### src/rtl/tmr_pkg.sv
package tmr_pkg;
  typedef enum logic [1:0] {
    REG_COUNT = 2'd0,
    REG_CMP   = 2'd1,
    REG_CTRL  = 2'd2,
    REG_STAT  = 2'd3
  } reg_addr_e;

  localparam int unsigned CTRL_MASK_BIT  = 0;
  localparam int unsigned CTRL_CLEAR_BIT = 1;
  localparam int unsigned STAT_FLAG_BIT  = 0;
  localparam int unsigned NUM_TAPS       = 3;
endpackage

### src/rtl/tmr_prescaler.sv
module tmr_prescaler #(
  parameter int unsigned QDEC_LOG2 = 7,
  parameter int unsigned CHOP_LOG2 = 10,
  parameter int unsigned CNT_LOG2  = 12
) (
  input  logic clk_i,
  input  logic rst_ni,
  output logic qdec_tick_o,
  output logic chop_tick_o,
  output logic tmr_tick_o
);
  localparam int unsigned PRE_W = CNT_LOG2;
  localparam int unsigned TAPS [tmr_pkg::NUM_TAPS] = '{QDEC_LOG2, CHOP_LOG2, CNT_LOG2};

  logic [PRE_W-1:0] pre_q;
  logic [tmr_pkg::NUM_TAPS-1:0] tick;

  always_ff @(posedge clk_i or negedge rst_ni) begin
    if (!rst_ni) pre_q <= '0;
    else         pre_q <= pre_q + PRE_W'(1);
  end

  // each tap strobes when its low bits are all ones
  for (genvar g = 0; g < tmr_pkg::NUM_TAPS; g++) begin : g_tap
    localparam int unsigned T = TAPS[g];
    assign tick[g] = &pre_q[T-1:0];
  end

  assign qdec_tick_o = tick[0];
  assign chop_tick_o = tick[1];
  assign tmr_tick_o  = tick[2];
endmodule

### src/rtl/tmr_counter.sv
module tmr_counter #(
  parameter int unsigned CNT_W = 14
) (
  input  logic             clk_i,
  input  logic             rst_ni,
  input  logic             tick_i,
  input  logic             load_i,
  input  logic [CNT_W-1:0] load_val_i,
  input  logic             clear_i,
  input  logic [CNT_W-1:0] cmp_i,
  output logic [CNT_W-1:0] cnt_o,
  output logic             match_o
);
  logic [CNT_W-1:0] cnt_q;
  logic [CNT_W-1:0] cnt_inc;

  assign cnt_inc = cnt_q + CNT_W'(1);

  always_ff @(posedge clk_i or negedge rst_ni) begin
    if (!rst_ni)      cnt_q <= '0;
    else if (clear_i) cnt_q <= '0;
    else if (load_i)  cnt_q <= load_val_i;
    else if (tick_i)  cnt_q <= cnt_inc;
  end

  // match only on a real increment
  assign match_o = tick_i & ~load_i & ~clear_i & (cnt_inc == cmp_i);
  assign cnt_o   = cnt_q;
endmodule

### src/rtl/tmr_regs.sv
module tmr_regs
  import tmr_pkg::*;
#(
  parameter int unsigned CNT_W  = 14,
  parameter int unsigned DATA_W = 16
) (
  input  logic              clk_i,
  input  logic              rst_ni,
  input  logic              we_i,
  input  logic [1:0]        addr_i,
  input  logic [DATA_W-1:0] wdata_i,
  output logic [DATA_W-1:0] rdata_o,
  input  logic [CNT_W-1:0]  cnt_i,
  input  logic              match_i,
  output logic              load_o,
  output logic [CNT_W-1:0]  load_val_o,
  output logic              clear_o,
  output logic [CNT_W-1:0]  cmp_o,
  output logic              mask_o,
  output logic              flag_o,
  output logic              irq_o
);
  reg_addr_e        addr;
  logic [CNT_W-1:0] cmp_q;
  logic             mask_q;
  logic             flag_q;
  logic             unused_hi;

  assign addr      = reg_addr_e'(addr_i);
  assign unused_hi = ^wdata_i[DATA_W-1:CNT_W];

  always_ff @(posedge clk_i or negedge rst_ni) begin
    if (!rst_ni) begin
      cmp_q  <= '0;
      mask_q <= 1'b0;
      flag_q <= 1'b0;
    end else begin
      if (we_i && addr == REG_CMP)  cmp_q  <= wdata_i[CNT_W-1:0];
      if (we_i && addr == REG_CTRL) mask_q <= wdata_i[CTRL_MASK_BIT];
      // set beats clear
      if (match_i)
        flag_q <= 1'b1;
      else if (we_i && addr == REG_STAT && wdata_i[STAT_FLAG_BIT])
        flag_q <= 1'b0;
    end
  end

  assign load_o     = we_i && addr == REG_COUNT;
  assign load_val_o = wdata_i[CNT_W-1:0];
  assign clear_o    = we_i && addr == REG_CTRL && wdata_i[CTRL_CLEAR_BIT];

  always_comb begin
    rdata_o = '0;
    unique case (addr)
      REG_COUNT: rdata_o = DATA_W'(cnt_i);
      REG_CMP:   rdata_o = DATA_W'(cmp_q);
      REG_CTRL:  rdata_o[CTRL_MASK_BIT] = mask_q;
      REG_STAT:  rdata_o[STAT_FLAG_BIT] = flag_q;
      default:   rdata_o = '0;
    endcase
  end

  assign cmp_o  = cmp_q;
  assign mask_o = mask_q;
  assign flag_o = flag_q;
  assign irq_o  = flag_q & ~mask_q;
endmodule

### src/rtl/match_timer_top.sv
module match_timer_top #(
  parameter int unsigned CNT_W     = 14,
  parameter int unsigned DATA_W    = 16,
  parameter int unsigned QDEC_LOG2 = 7,
  parameter int unsigned CHOP_LOG2 = 10,
  parameter int unsigned CNT_LOG2  = 12
) (
  input  logic              clk_i,
  input  logic              rst_ni,
  input  logic              we_i,
  input  logic [1:0]        addr_i,
  input  logic [DATA_W-1:0] wdata_i,
  output logic [DATA_W-1:0] rdata_o,
  output logic              irq_o,
  output logic              qdec_tick_o,
  output logic              chop_tick_o,
  output logic              tmr_tick_o
);
  logic [CNT_W-1:0] cnt;
  logic [CNT_W-1:0] cmp;
  logic [CNT_W-1:0] load_val;
  logic             load;
  logic             clear;
  logic             match;
  logic             mask;
  logic             flag;

  tmr_prescaler #(
    .QDEC_LOG2(QDEC_LOG2),
    .CHOP_LOG2(CHOP_LOG2),
    .CNT_LOG2 (CNT_LOG2)
  ) u_pre (
    .clk_i      (clk_i),
    .rst_ni     (rst_ni),
    .qdec_tick_o(qdec_tick_o),
    .chop_tick_o(chop_tick_o),
    .tmr_tick_o (tmr_tick_o)
  );

  tmr_counter #(.CNT_W(CNT_W)) u_cnt (
    .clk_i     (clk_i),
    .rst_ni    (rst_ni),
    .tick_i    (tmr_tick_o),
    .load_i    (load),
    .load_val_i(load_val),
    .clear_i   (clear),
    .cmp_i     (cmp),
    .cnt_o     (cnt),
    .match_o   (match)
  );

  tmr_regs #(.CNT_W(CNT_W), .DATA_W(DATA_W)) u_regs (
    .clk_i     (clk_i),
    .rst_ni    (rst_ni),
    .we_i      (we_i),
    .addr_i    (addr_i),
    .wdata_i   (wdata_i),
    .rdata_o   (rdata_o),
    .cnt_i     (cnt),
    .match_i   (match),
    .load_o    (load),
    .load_val_o(load_val),
    .clear_o   (clear),
    .cmp_o     (cmp),
    .mask_o    (mask),
    .flag_o    (flag),
    .irq_o     (irq_o)
  );
endmodule

### config.mk
export PLATFORM = sky130hd
export DESIGN_NAME = match_timer_top
export DESIGN_NICKNAME = d
export VERILOG_FILES = /design/src/rtl/tmr_pkg.sv /design/src/rtl/tmr_prescaler.sv /design/src/rtl/tmr_counter.sv /design/src/rtl/tmr_regs.sv /design/src/rtl/match_timer_top.sv
export SDC_FILE = /design/constraint.sdc
export NUM_CORES = 1
export LEC_CHECK = 0
export BUFFER_PORTS_ARGS = -buffer_cell sky130_fd_sc_hd__buf_2
export CAP_MARGIN = 20
export CORE_AREA = 5 5 82 84
export CTS_CLUSTER_SIZE = 24
export DETAILED_ROUTE_END_ITERATION = 12
export DIE_AREA = 0 0 87 89
export PLACE_DENSITY_LB_ADDON = 0.12
export REMOVE_ABC_BUFFERS = 1
export SLEW_MARGIN = 0
export SYNTH_ARGS = -nofsm -noshare
export SYNTH_HDL_FRONTEND = slang
export SYNTH_HIERARCHICAL = 1
export SYNTH_SLANG_ARGS = --single-unit
### constraint.sdc
create_clock -name clk_i -period 6.9 [get_ports clk_i]
set_clock_uncertainty 0.05 [all_clocks]
set_input_delay 0.69 -clock clk_i [delete_from_list [all_inputs] [get_ports clk_i]]
set_output_delay 0.69 -clock clk_i [all_outputs]
set_load 0.05 [all_outputs]
==> results of run 1 <==
-- synth_stat cells (2+ instances only) --
| cell | number | area share, % |
|---|---|---|
| a2111oi_2 | 2 | 1.0 |
| a21oi_1 | 11 | 1.9 |
| a31oi_1 | 2 | 0.43 |
| and3_2 | 2 | 0.52 |
| buf_4 | 18 | 4.7 |
| buf_6 | 2 | 0.78 |
| clkbuf_1 | 6 | 0.78 |
| clkbuf_8 | 2 | 0.95 |
| dfrtp_1 | 42 | 36 |
| ha_1 | 2 | 0.87 |
| inv_1 | 6 | 0.78 |
| mux2_2 | 6 | 2.3 |
| mux2_4 | 10 | 5.2 |
| mux2i_1 | 20 | 6.9 |
| nand2_1 | 14 | 1.8 |
| nand3_1 | 8 | 1.4 |
| nand3_2 | 2 | 0.69 |
| nand4_1 | 9 | 2.0 |
| nor2_1 | 46 | 6.0 |
| nor2b_1 | 3 | 0.65 |
| nor3_1 | 4 | 0.69 |
| nor3_2 | 3 | 1.0 |
| nor4_1 | 2 | 0.43 |
| o21ai_0 | 5 | 0.87 |
| or4_1 | 2 | 0.52 |
| xnor2_1 | 24 | 7.3 |
| xor2_1 | 17 | 5.2 |
-- how the worst max path moves through the flow --
stage / from / endpoint / slack [ns]
final: addr_i[0] / u_regs/flag_o$_DFFE_PN0P_ / 3.37
after global routing: addr_i[0] / u_regs/flag_o$_DFFE_PN0P_ / 3.17
after CTS: addr_i[0] / u_regs/flag_o$_DFFE_PN0P_ / 3.33
after detailed placement: addr_i[0] / u_regs/flag_o$_DFFE_PN0P_ / 3.03
after global placement: addr_i[0] / u_regs/flag_o$_DFFE_PN0P_ / 3.06
after floorplan: u_pre/pre_q[0]$_DFF_PN0_ / u_regs/flag_o$_DFFE_PN0P_ / 1.67
-- metal layers --
layer	vias up	share of wire [%]	global-route usage [%]
met3	6	4.6	3.04
met5	-	0	0
met1	1009	48	22.7
li1	1017	-	-
met4	0	1.2	6.09
met2	43	47	28.0
-- report_power, final --
part,total [mW],internal (mW),switching [mW]
logic,0.207,0.0928,0.114
registers,0.325,0.276,0.0488
clock network,0.194,0.107,0.0872
total,0.725,0.475,0.250
-- cells in the final DEF, fill, tap and decap left out, drive strengths merged, types with 3 or more instances in the layout --
| master | instances |
|---|---|
| xnor2 | 24 |
| nand3 | 11 |
| nand2 | 14 |
| and3 | 3 |
| nor3 | 8 |
| a21oi | 11 |
| nor2b | 3 |
| dfrtp | 42 |
| nand4 | 9 |
| mux2 | 16 |
| nor2 | 46 |
| o21ai | 5 |
| buf | 40 |
| inv | 7 |
| clkbuf | 5 |
| xor2 | 17 |
| mux2i | 20 |
-- final cells by class --
| class | count | area (um2) |
|---|---|---|
| fill | 541 | 2760 |
| multi-input combinational | 214 | 1590 |
| sequential | 42 | 1050 |
| timing repair buffer | 40 | 223 |
| tap | 75 | 93.8 |
| clock buffer | 5 | 68.8 |
| clock inverter | 3 | 40.0 |
| inverter | 7 | 26.3 |
-- per-stage QoR --
step                      hold slack, ns  power, mW  worst slack, ns  cell area [um2]  instances
after floorplan                    0.344      0.479             1.67             2650        263
after global placement             0.406      0.531             3.06             2960        377
after detailed placement           0.416      0.535             3.03             2960        377
after CTS                          0.430      0.731             3.33             3070        385
after global routing               0.202      0.770             3.17             3090        386
final                              0.194      0.725             3.37             3090        386
-- registers in the layout (all words and copies together) (netlist names) --
signal         count
u_cnt/cnt_o       14
u_pre/pre_q       12
u_regs/cmp_o      14
u_regs/flag_o      1
u_regs/mask_o      1
-- cell families after synthesis --
group                      Yosys count  share of synthesized area [%]
DFF                                 42                           36.4
buffers and inverters               38                           9.11
and+or+nand+nor                    106                           19.7
muxes                               37                           15.3
other                                1                          0.130
xor gates and xnor gates            41                           12.5
adders and majority gates            3                           1.21
AOI/OAI and AO/OA                   25                           5.73
==> results.py, run 1 <==
metrics = {
    "die": {
        "start_util_pct": 49.3,
        "fp-row-count": 28,
        "die_y_um": 89,
        "dieArea_um2": 7740,
        "core_area_um2": 5850,
        "die_w_um": 87,
        "io_pins": 41,
    },
    "timing": {
        "tightest_slew_ns": 0.578,
        "finalMaxSlewViolations": 0,
        "setup_viol": 0,
        "max_freq_mhz": 283,
        "grt_setup_unrepaired": "false",
        "min_period_ns": 3.53,
        "slew-limit-headroom_pct": 61.5,
        "min_period_over_period_pct": 51.2,
        "hold_violations": 0,
        "finalSetupTns_ns": 0,
    },
    "run_status": {
        "status": "finished clean",
    },
    "critical_path": {
        "reg2reg_to": "u_regs/flag_o$_DFFE_PN0P_",
        "r2r_cells": 11,
        "crit_arrival_ns": 3.72,
        "endpoint_kind": "flip-flop",
        "critPathRequiredTime_ns": 7.09,
        "timing.rr.start": "u_pre/pre_q[0]$_DFF_PN0_",
        "max_stage_delay_ns": 0.55,
        "crit_fanout": 18,
        "path_cells": "buf_2 -> nand3b_1 -> nor2_1 -> buf_4 -> or4_1 -> a2111oi_2 -> o311ai_1 -> or4_1 -> a2111oi_2 -> a21o_1",
        "worst_setup_path_start_kind": "input pin",
        "r2r_setup_slack_ns": 3.44,
        "crit_buf_inv": 2,
        "critPathKind": "in -> reg",
        "cp_slowest_cell": "or4_1",
        "cp_top_family": "simple AND/OR/NAND/NOR gates",
        "crit_cells": 10,
    },
    "hold_path": {
        "hold_path_class": "in -> async",
    },
    "power_and_ir_drop": {
        "ir_drop_mv": 0.118,
        "p_per_area_nw_per_um2": 235,
        "power.leakage_nw": 1.41,
    },
    "routing": {
        "drt_iter0_markers": 104,
        "first_pass_iters": 4,
        "wl_um": 5950,
        "drtAntennaViolNets": 0,
        "drc_errors": 0,
        "vias": 2075,
        "viasPerCell": 5.38,
        "wire_per_inst_um": 15.4,
    },
    "global_route": {
        "grt_pass1_wl_um": 10300,
        "grt_pass1_vias": 2137,
        "grt_max_degree": 43,
        "overflow": 0,
        "antenna_found_initial": 0,
        "grt_usage_pct": 17.1,
    },
    "cts": {
        "cts_buffers": 5,
        "clk_latency_ns": 0.29,
        "htree_levels": 2,
        "cts_setup_buffers": 0,
        "cts.path.max_buffers": 2,
        "cts.sinks": 42,
        "cts_tree": "built",
        "cts_resized": 0,
        "ctsHoldBuffers": 0,
        "cts_root_buf": "clkbuf_8",
        "clkTransAtPathRegs_ns": 0.08,
    },
    "cells_and_area": {
        "final_nets": 333,
        "drive_gt1_share_pct": 26.7,
        "utilization_pct": 52.8,
        "syn_to_final_growth_pct": 7.07,
        "antenna_cells": 0,
    },
    "synthesis": {
        "synth.lib_cells_used.distinct": 50,
        "async_reset_ff_share_pct": 100,
        "syn_avg_cell_area_um2": 9.84,
        "synth-seq-area-share_pct": 36.4,
        "netlist_area_um2": 2880,
        "ys_ff_latch": 42,
        "netlist_instances": 293,
        "synth-edff-count": 0,
        "ys.flop_type": "dfrtp_1",
        "yosys_warnings": 6,
    },
    "placed_design": {
        "io_buffers": 36,
        "dp_hpwl_um": 4100,
        "place_congestion": 0.852,
    },
    "run": {
        "drv_cap": 0,
    },
}
Note: power is estimated with default switching activity, not from simulation.
==> inputs of run 2 (changes only) <==
==> constraint.sdc (replaced) <==
create_clock -name clk_i -period 3.64 [get_ports clk_i]
set_clock_uncertainty 0.05 [all_clocks]
set_input_delay 0.364 -clock clk_i [delete_from_list [all_inputs] [get_ports clk_i]]
set_output_delay 0.364 -clock clk_i [all_outputs]
set_load 0.05 [all_outputs]
==> run 2 against run 1 <==
Effect of this change: the flow now finishes with violations (negative hold slack); cell count rose by 0.52%; sequential share of layout area hardly changed; non-clock buffer count increased by 2; sequential power increased by 89%; first-iteration DRC count decreased by 15%; combinational power increased by 90%; via count shrank 0.96%; clock power rose by 63%; core utilization up 0.064 points; register-to-register slack got worse by 3.1 ns; setup slack got worse by 3.0 ns; routed wire length is 2.2% higher; critical endpoint unchanged.
==> results.py, run 2 (synthesis gave the netlist of run 1 again) <==
metrics = {
    "run_status": {
        "status": "finished, violations left",
        "violations": "negative hold slack",
    },
    "timing": {
        "finalMaxSlewViolations": 0,
        "hold_slack_ns": -0.0110,
        "min_period_ns": 3.29,
        "min_period_over_period_pct": 90.3,
        "tightest_slew_ns": 0.549,
        "setup_slack_ns": 0.354,
        "max_freq_mhz": 304,
        "setup_viol": 0,
        "hold_violations": 14,
        "finalSetupTns_ns": 0,
        "slew-limit-headroom_pct": 63.4,
        "grt_setup_unrepaired": "false",
    },
    "routing": {
        "wl_um": 6080,
        "first_pass_iters": 4,
        "viasPerCell": 5.30,
        "drtAntennaViolNets": 0,
        "met2WireLength_um": 2820,
        "wire_per_inst_um": 15.7,
        "drc_errors": 0,
        "vias": 2055,
        "routedLengthMet1_um": 3020,
        "top_layer": "met4",
        "routed-wl-met3_um": 225,
        "drt_iter0_markers": 88,
    },
    "placed_design": {
        "place_congestion": 0.845,
        "pre_cts_ws_ns": 0.403,
        "place_inst": 379,
        "io_buffers": 36,
        "dpl_cell_area_um2": 2970,
        "dp_hpwl_um": 4300,
    },
    "critical_path": {
        "crit_arrival_ns": 3.49,
        "path_cells": "ha_1 -> nand3_2 -> nor4_2 -> inv_2 -> or4_1 -> a2111oi_2 -> o311ai_1 -> or4_1 -> a2111oi_2 -> a21o_1",
        "endpoint_kind": "flip-flop",
        "critPathKind": "reg -> reg",
        "critPathRequiredTime_ns": 3.84,
        "cp_slowest_cell": "or4_1",
        "worst_setup_path_start_kind": "flip-flop",
        "max_stage_delay_ns": 0.57,
        "cp_top_family": "simple AND/OR/NAND/NOR gates",
        "crit_buf_inv": 1,
        "crit_fanout": 4,
    },
    "cts": {
        "cts.path.max_buffers": 2,
        "htree_levels": 2,
        "ctsHoldBuffers": 0,
        "cts_root_buf": "clkbuf_8",
        "cts_buffers": 5,
        "clk_latency_ns": 0.30,
        "cts_setup_buffers": 0,
        "cts.sinks": 42,
        "clkTransAtPathRegs_ns": 0.09,
        "cts_tree": "built",
        "cts_resized": 0,
    },
    "cells_and_area": {
        "final_cell_mix": "nor2_1, dfrtp_1, buf_2, xnor2_1, mux2i_1",
        "post-route-cell-area_um2": 3090,
        "syn_to_final_growth_pct": 7.20,
        "drive_gt1_share_pct": 27.2,
        "fin_cells": 388,
        "layout_commonest_cell": "nor2_1",
        "antenna_cells": 0,
        "num-fill-cells": 551,
        "final_nets": 335,
    },
    "global_route": {
        "grt_max_degree": 43,
        "grt_pass1_vias": 2089,
        "antenna_found_initial": 0,
        "grt_pass1_wl_um": 10400,
        "grt_usage_pct": 17.3,
        "overflow": 0,
    },
    "power_and_ir_drop": {
        "p_per_area_nw_per_um2": 428,
        "ir_drop_mv": 0.167,
        "power.leakage_nw": 1.41,
    },
    "die": {
        "dieArea_um2": 7740,
        "core_area_um2": 5850,
        "io_pins": 41,
        "die_y_um": 89,
        "fp-row-count": 28,
        "die_w_um": 87,
        "start_util_pct": 49.3,
    },
    "hold_path": {
        "hold_path_class": "in -> async",
    },
    "run": {
        "drv_cap": 0,
    },
}
run 2: cell types whose count changed in the layout (fill, tap and decap cells not counted):
cell / before / now
bufinv_16: 1 / 0
buf_4: 3 / 5
clkinv_4: 0 / 1
clkinv_2: 2 / 1
clkinvlp_4: 0 / 1
buf_16: 0 / 1
buf_12: 1 / 0
run 2: final timing paths:
kind                                               start                     endpoint  slack (ns)  cells past startpoint
worst max register to register  u_pre/pre_q[0]$_DFF_PN0_    u_regs/flag_o$_DFFE_PN0P_        0.35                     10
worst min-delay path                              rst_ni  u_regs/cmp_o[9]$_DFFE_PN0P_       -0.01                      1
min in group clk_i                            wdata_i[4]  u_regs/cmp_o[4]$_DFFE_PN0P_        0.25                      2
worst min register to register  u_pre/pre_q[0]$_DFF_PN0_     u_pre/pre_q[0]$_DFF_PN0_        0.42                      1
worst max-delay path            u_pre/pre_q[0]$_DFF_PN0_    u_regs/flag_o$_DFFE_PN0P_        0.35                     10
max in group asynchronous                         rst_ni    u_regs/mask_o$_DFFE_PN0P_        3.05                      2
run 2: cell type report:
cell class                      count  area [um2]  area share (%)
Clock buffer                        5        68.8            2.23
Multi-Input combinational cell    214        1590            51.3
Clock inverter                      3        21.3           0.688
Inverter                            7        26.3           0.850
Tap cell                           75        93.8            3.04
Sequential cell                    42        1050            34.0
Timing Repair Buffer               42         245            7.93
run 2: per-layer routing:
| metal | vias up | GRT usage (%) |
|---|---|---|
| li1 | 1018 | - |
| met1 | 998 | 24.5 |
| met2 | 37 | 27.1 |
| met3 | 2 | 3.59 |
| met4 | 0 | 4.11 |
| met5 | - | 0 |
run 2: worst reg2reg max path, delay by kind of cell (launching register included):
family | cells | cell delay [ns]
simple gates | 4 | 1.50
buf+inv | 1 | 0.11
compound gates | 4 | 0.93
fa+ha+maj | 1 | 0.25
flops | 1 | 0.39
run 2: metrics by stage:
step	total power, mW	util (%)
after floorplan	0.907	-
after global placement	1.01	50.8
after detailed placement	1.02	50.8
after CTS	1.33	52.4
after global routing	1.41	52.8
final	1.32	52.8
run 2: power breakdown:
group / switching, mW / internal [mW]
combinational: 0.216 / 0.178
sequential: 0.0904 / 0.523
clock: 0.181 / 0.135
total: 0.487 / 0.836
==> inputs of run 3 (changes only) <==
--- a/config.mk
+++ b/config.mk
@@ -8,6 +8,7 @@
 export BUFFER_PORTS_ARGS = -buffer_cell sky130_fd_sc_hd__buf_2
 export CAP_MARGIN = 20
 export CORE_AREA = 5 5 82 84
+export CTS_BUF_LIST = sky130_fd_sc_hd__clkbuf_16
 export CTS_CLUSTER_SIZE = 24
 export DETAILED_ROUTE_END_ITERATION = 12
 export DIE_AREA = 0 0 87 89
==> run 3 against run 2 <==
Effect of this change: the flow now finishes without violations; hold slack better by 0.026 ns; register-to-register slack better by 0.03 ns; first-iteration DRC count is 26% higher; die area stayed put; maximum frequency is 0.81% higher; setup slack better by 0.026 ns; sequential power hardly changed; count of clock-buffer cells in the layout stayed put; via count is 0.15% lower; cell count stayed put.
==> results.py, run 3 (synthesis gave the netlist of run 1 again) <==
metrics = {
    "die": {
        "fp-row-count": 28,
        "start_util_pct": 49.3,
        "core_area_um2": 5850,
        "die_y_um": 89,
        "die_w_um": 87,
        "dieArea_um2": 7740,
        "io_pins": 41,
    },
    "cells_and_area": {
        "final_nets": 335,
        "antenna_cells": 0,
        "drive_gt1_share_pct": 27.2,
        "post-route-cell-area_um2": 3150,
        "layout_commonest_cell": "nor2_1",
        "final_cell_mix": "nor2_1, dfrtp_1, buf_2, xnor2_1, mux2i_1",
        "fin_cells": 388,
        "syn_to_final_growth_pct": 9.15,
    },
    "cts": {
        "cts_setup_buffers": 0,
        "cts.path.max_buffers": 2,
        "htree_levels": 2,
        "cts_tree": "built",
        "clk_latency_ns": 0.28,
        "cts_root_buf": "clkbuf_16",
        "cts.sinks": 42,
        "cts_resized": 0,
        "clkTransAtPathRegs_ns": 0.07,
        "ctsHoldBuffers": 0,
        "cts_buffers": 5,
    },
    "global_route": {
        "grt_pass1_wl_um": 10400,
        "grt_max_degree": 43,
        "antenna_found_initial": 0,
        "overflow": 0,
        "grt_usage_pct": 17.1,
        "grt_pass1_vias": 2081,
    },
    "critical_path": {
        "endpoint_kind": "flip-flop",
        "crit_fanout": 4,
        "worst_setup_path_start_kind": "flip-flop",
        "endpoint": "u_regs/flag_o$_DFFE_PN0P_",
        "crit_arrival_ns": 3.44,
        "r2r_cells": 10,
        "critPathKind": "reg -> reg",
        "reg2reg_to": "u_regs/flag_o$_DFFE_PN0P_",
        "critPathRequiredTime_ns": 3.82,
        "crit_start": "u_pre/pre_q[0]$_DFF_PN0_",
        "timing.rr.start": "u_pre/pre_q[0]$_DFF_PN0_",
        "r2r_setup_slack_ns": 0.38,
    },
    "timing": {
        "hold_violations": 0,
        "min_period_ns": 3.26,
        "max_freq_mhz": 307,
        "min_period_over_period_pct": 89.6,
        "finalMaxSlewViolations": 0,
        "setup_viol": 0,
        "tightest_slew_ns": 0.551,
        "slew-limit-headroom_pct": 63.2,
        "grt_setup_unrepaired": "false",
        "hold_slack_ns": 0.0152,
    },
    "routing": {
        "viasPerCell": 5.29,
        "drtAntennaViolNets": 0,
        "drc_errors": 0,
        "drt_iter0_markers": 111,
        "wl_um": 6060,
        "wire_per_inst_um": 15.6,
        "first_pass_iters": 4,
        "vias": 2052,
    },
    "power_and_ir_drop": {
        "ir_drop_mv": 0.196,
        "combPwrFrac_pct": 27.0,
        "internal_power_uw": 956,
        "swShare_pct": 34.4,
        "power.leakage_nw": 1.43,
        "p_clk_share_pct": 30.8,
        "p_sw_uw": 501,
        "p_seq_share_pct": 42.1,
        "p_per_area_nw_per_um2": 463,
    },
    "placed_design": {
        "io_buffers": 36,
        "place_inst": 379,
        "dp_hpwl_um": 4300,
        "place_congestion": 0.845,
        "dpl_cell_area_um2": 2970,
    },
    "run": {
        "drv_cap": 0,
    },
    "hold_path": {
        "hold_path_class": "in -> async",
    },
    "run_status": {
        "status": "finished clean",
    },
}
[run 3: changes by cell type in the layout (fill, tap and decap cells not counted)]
cell / delta
clkbuf_16: +5
clkbuf_8: -5
[run 3: per-stage QoR]
stage | setup WS [ns] | power [mW] | setup TNS, ns | utilization [%]
3_5_place_dp | 0.403 | 1.02 | 0 | 50.8
4_1_cts | 0.376 | 1.47 | 0 | 53.3
5_1_grt | 0.151 | 1.54 | 0 | 53.8
3_3_place_gp | 0.459 | 1.01 | 0 | 50.8
2_1_floorplan | -1.59 | 0.907 | -7.04 | -
6_report | 0.380 | 1.46 | 0 | 53.8
[run 3: critical path, stage by stage (launching register included)]
cell	delay, ns
dfrtp_1	0.38
ha_1	0.25
nand3_2	0.18
nor4_2	0.25
inv_2	0.11
or4_1	0.50
a2111oi_2	0.30
o311ai_1	0.15
or4_1	0.56
a2111oi_2	0.35
a21o_1	0.12
[run 3: area by class of cell]
cell class / count / area, um2
Clock buffer: 5 / 125
Inverter: 7 / 26.3
Timing Repair Buffer: 42 / 245
Fill cell: 543 / 2700
Tap cell: 75 / 93.8
Sequential cell: 42 / 1050
Clock inverter: 3 / 21.3
Multi-Input combinational cell: 214 / 1590
[run 3: power groups by stage]
stage / logic (mW) / registers [mW] / clock network, mW
final: 0.394 / 0.614 / 0.449
after detailed placement: 0.393 / 0.623 / 0
after global placement: 0.389 / 0.621 / 0
after CTS: 0.394 / 0.614 / 0.461
after global routing: 0.435 / 0.627 / 0.479
after floorplan: 0.309 / 0.599 / 0
[run 3: worst min path at each step]
stage | end | slack, ns | start | depth (start not counted)
after global placement | u_pre/pre_q[0]$_DFF_PN0_ | 0.40 | u_pre/pre_q[0]$_DFF_PN0_ | 1
after CTS | u_regs/cmp_o[11]$_DFFE_PN0P_ | 0.23 | rst_ni | 1
final | u_cnt/cnt_o[7]$_DFFE_PN0P_ | 0.02 | rst_ni | 1
after detailed placement | u_pre/pre_q[10]$_DFF_PN0_ | 0.41 | u_pre/pre_q[10]$_DFF_PN0_ | 1
after global routing | u_cnt/cnt_o[8]$_DFFE_PN0P_ | 0.07 | rst_ni | 1
after floorplan | u_cnt/cnt_o[0]$_DFFE_PN0P_ | 0.02 | rst_ni | 0
[run 3: metal layers]
| metal | vias up | share of wire (%) | track usage, % |
|---|---|---|---|
| li1 | 1021 | - | - |
| met1 | 982 | 48 | 24.3 |
| met2 | 47 | 47 | 27.4 |
| met3 | 2 | 5.1 | 3.23 |
| met4 | 0 | 0.13 | 3.40 |
| met5 | - | 0 | 0 |
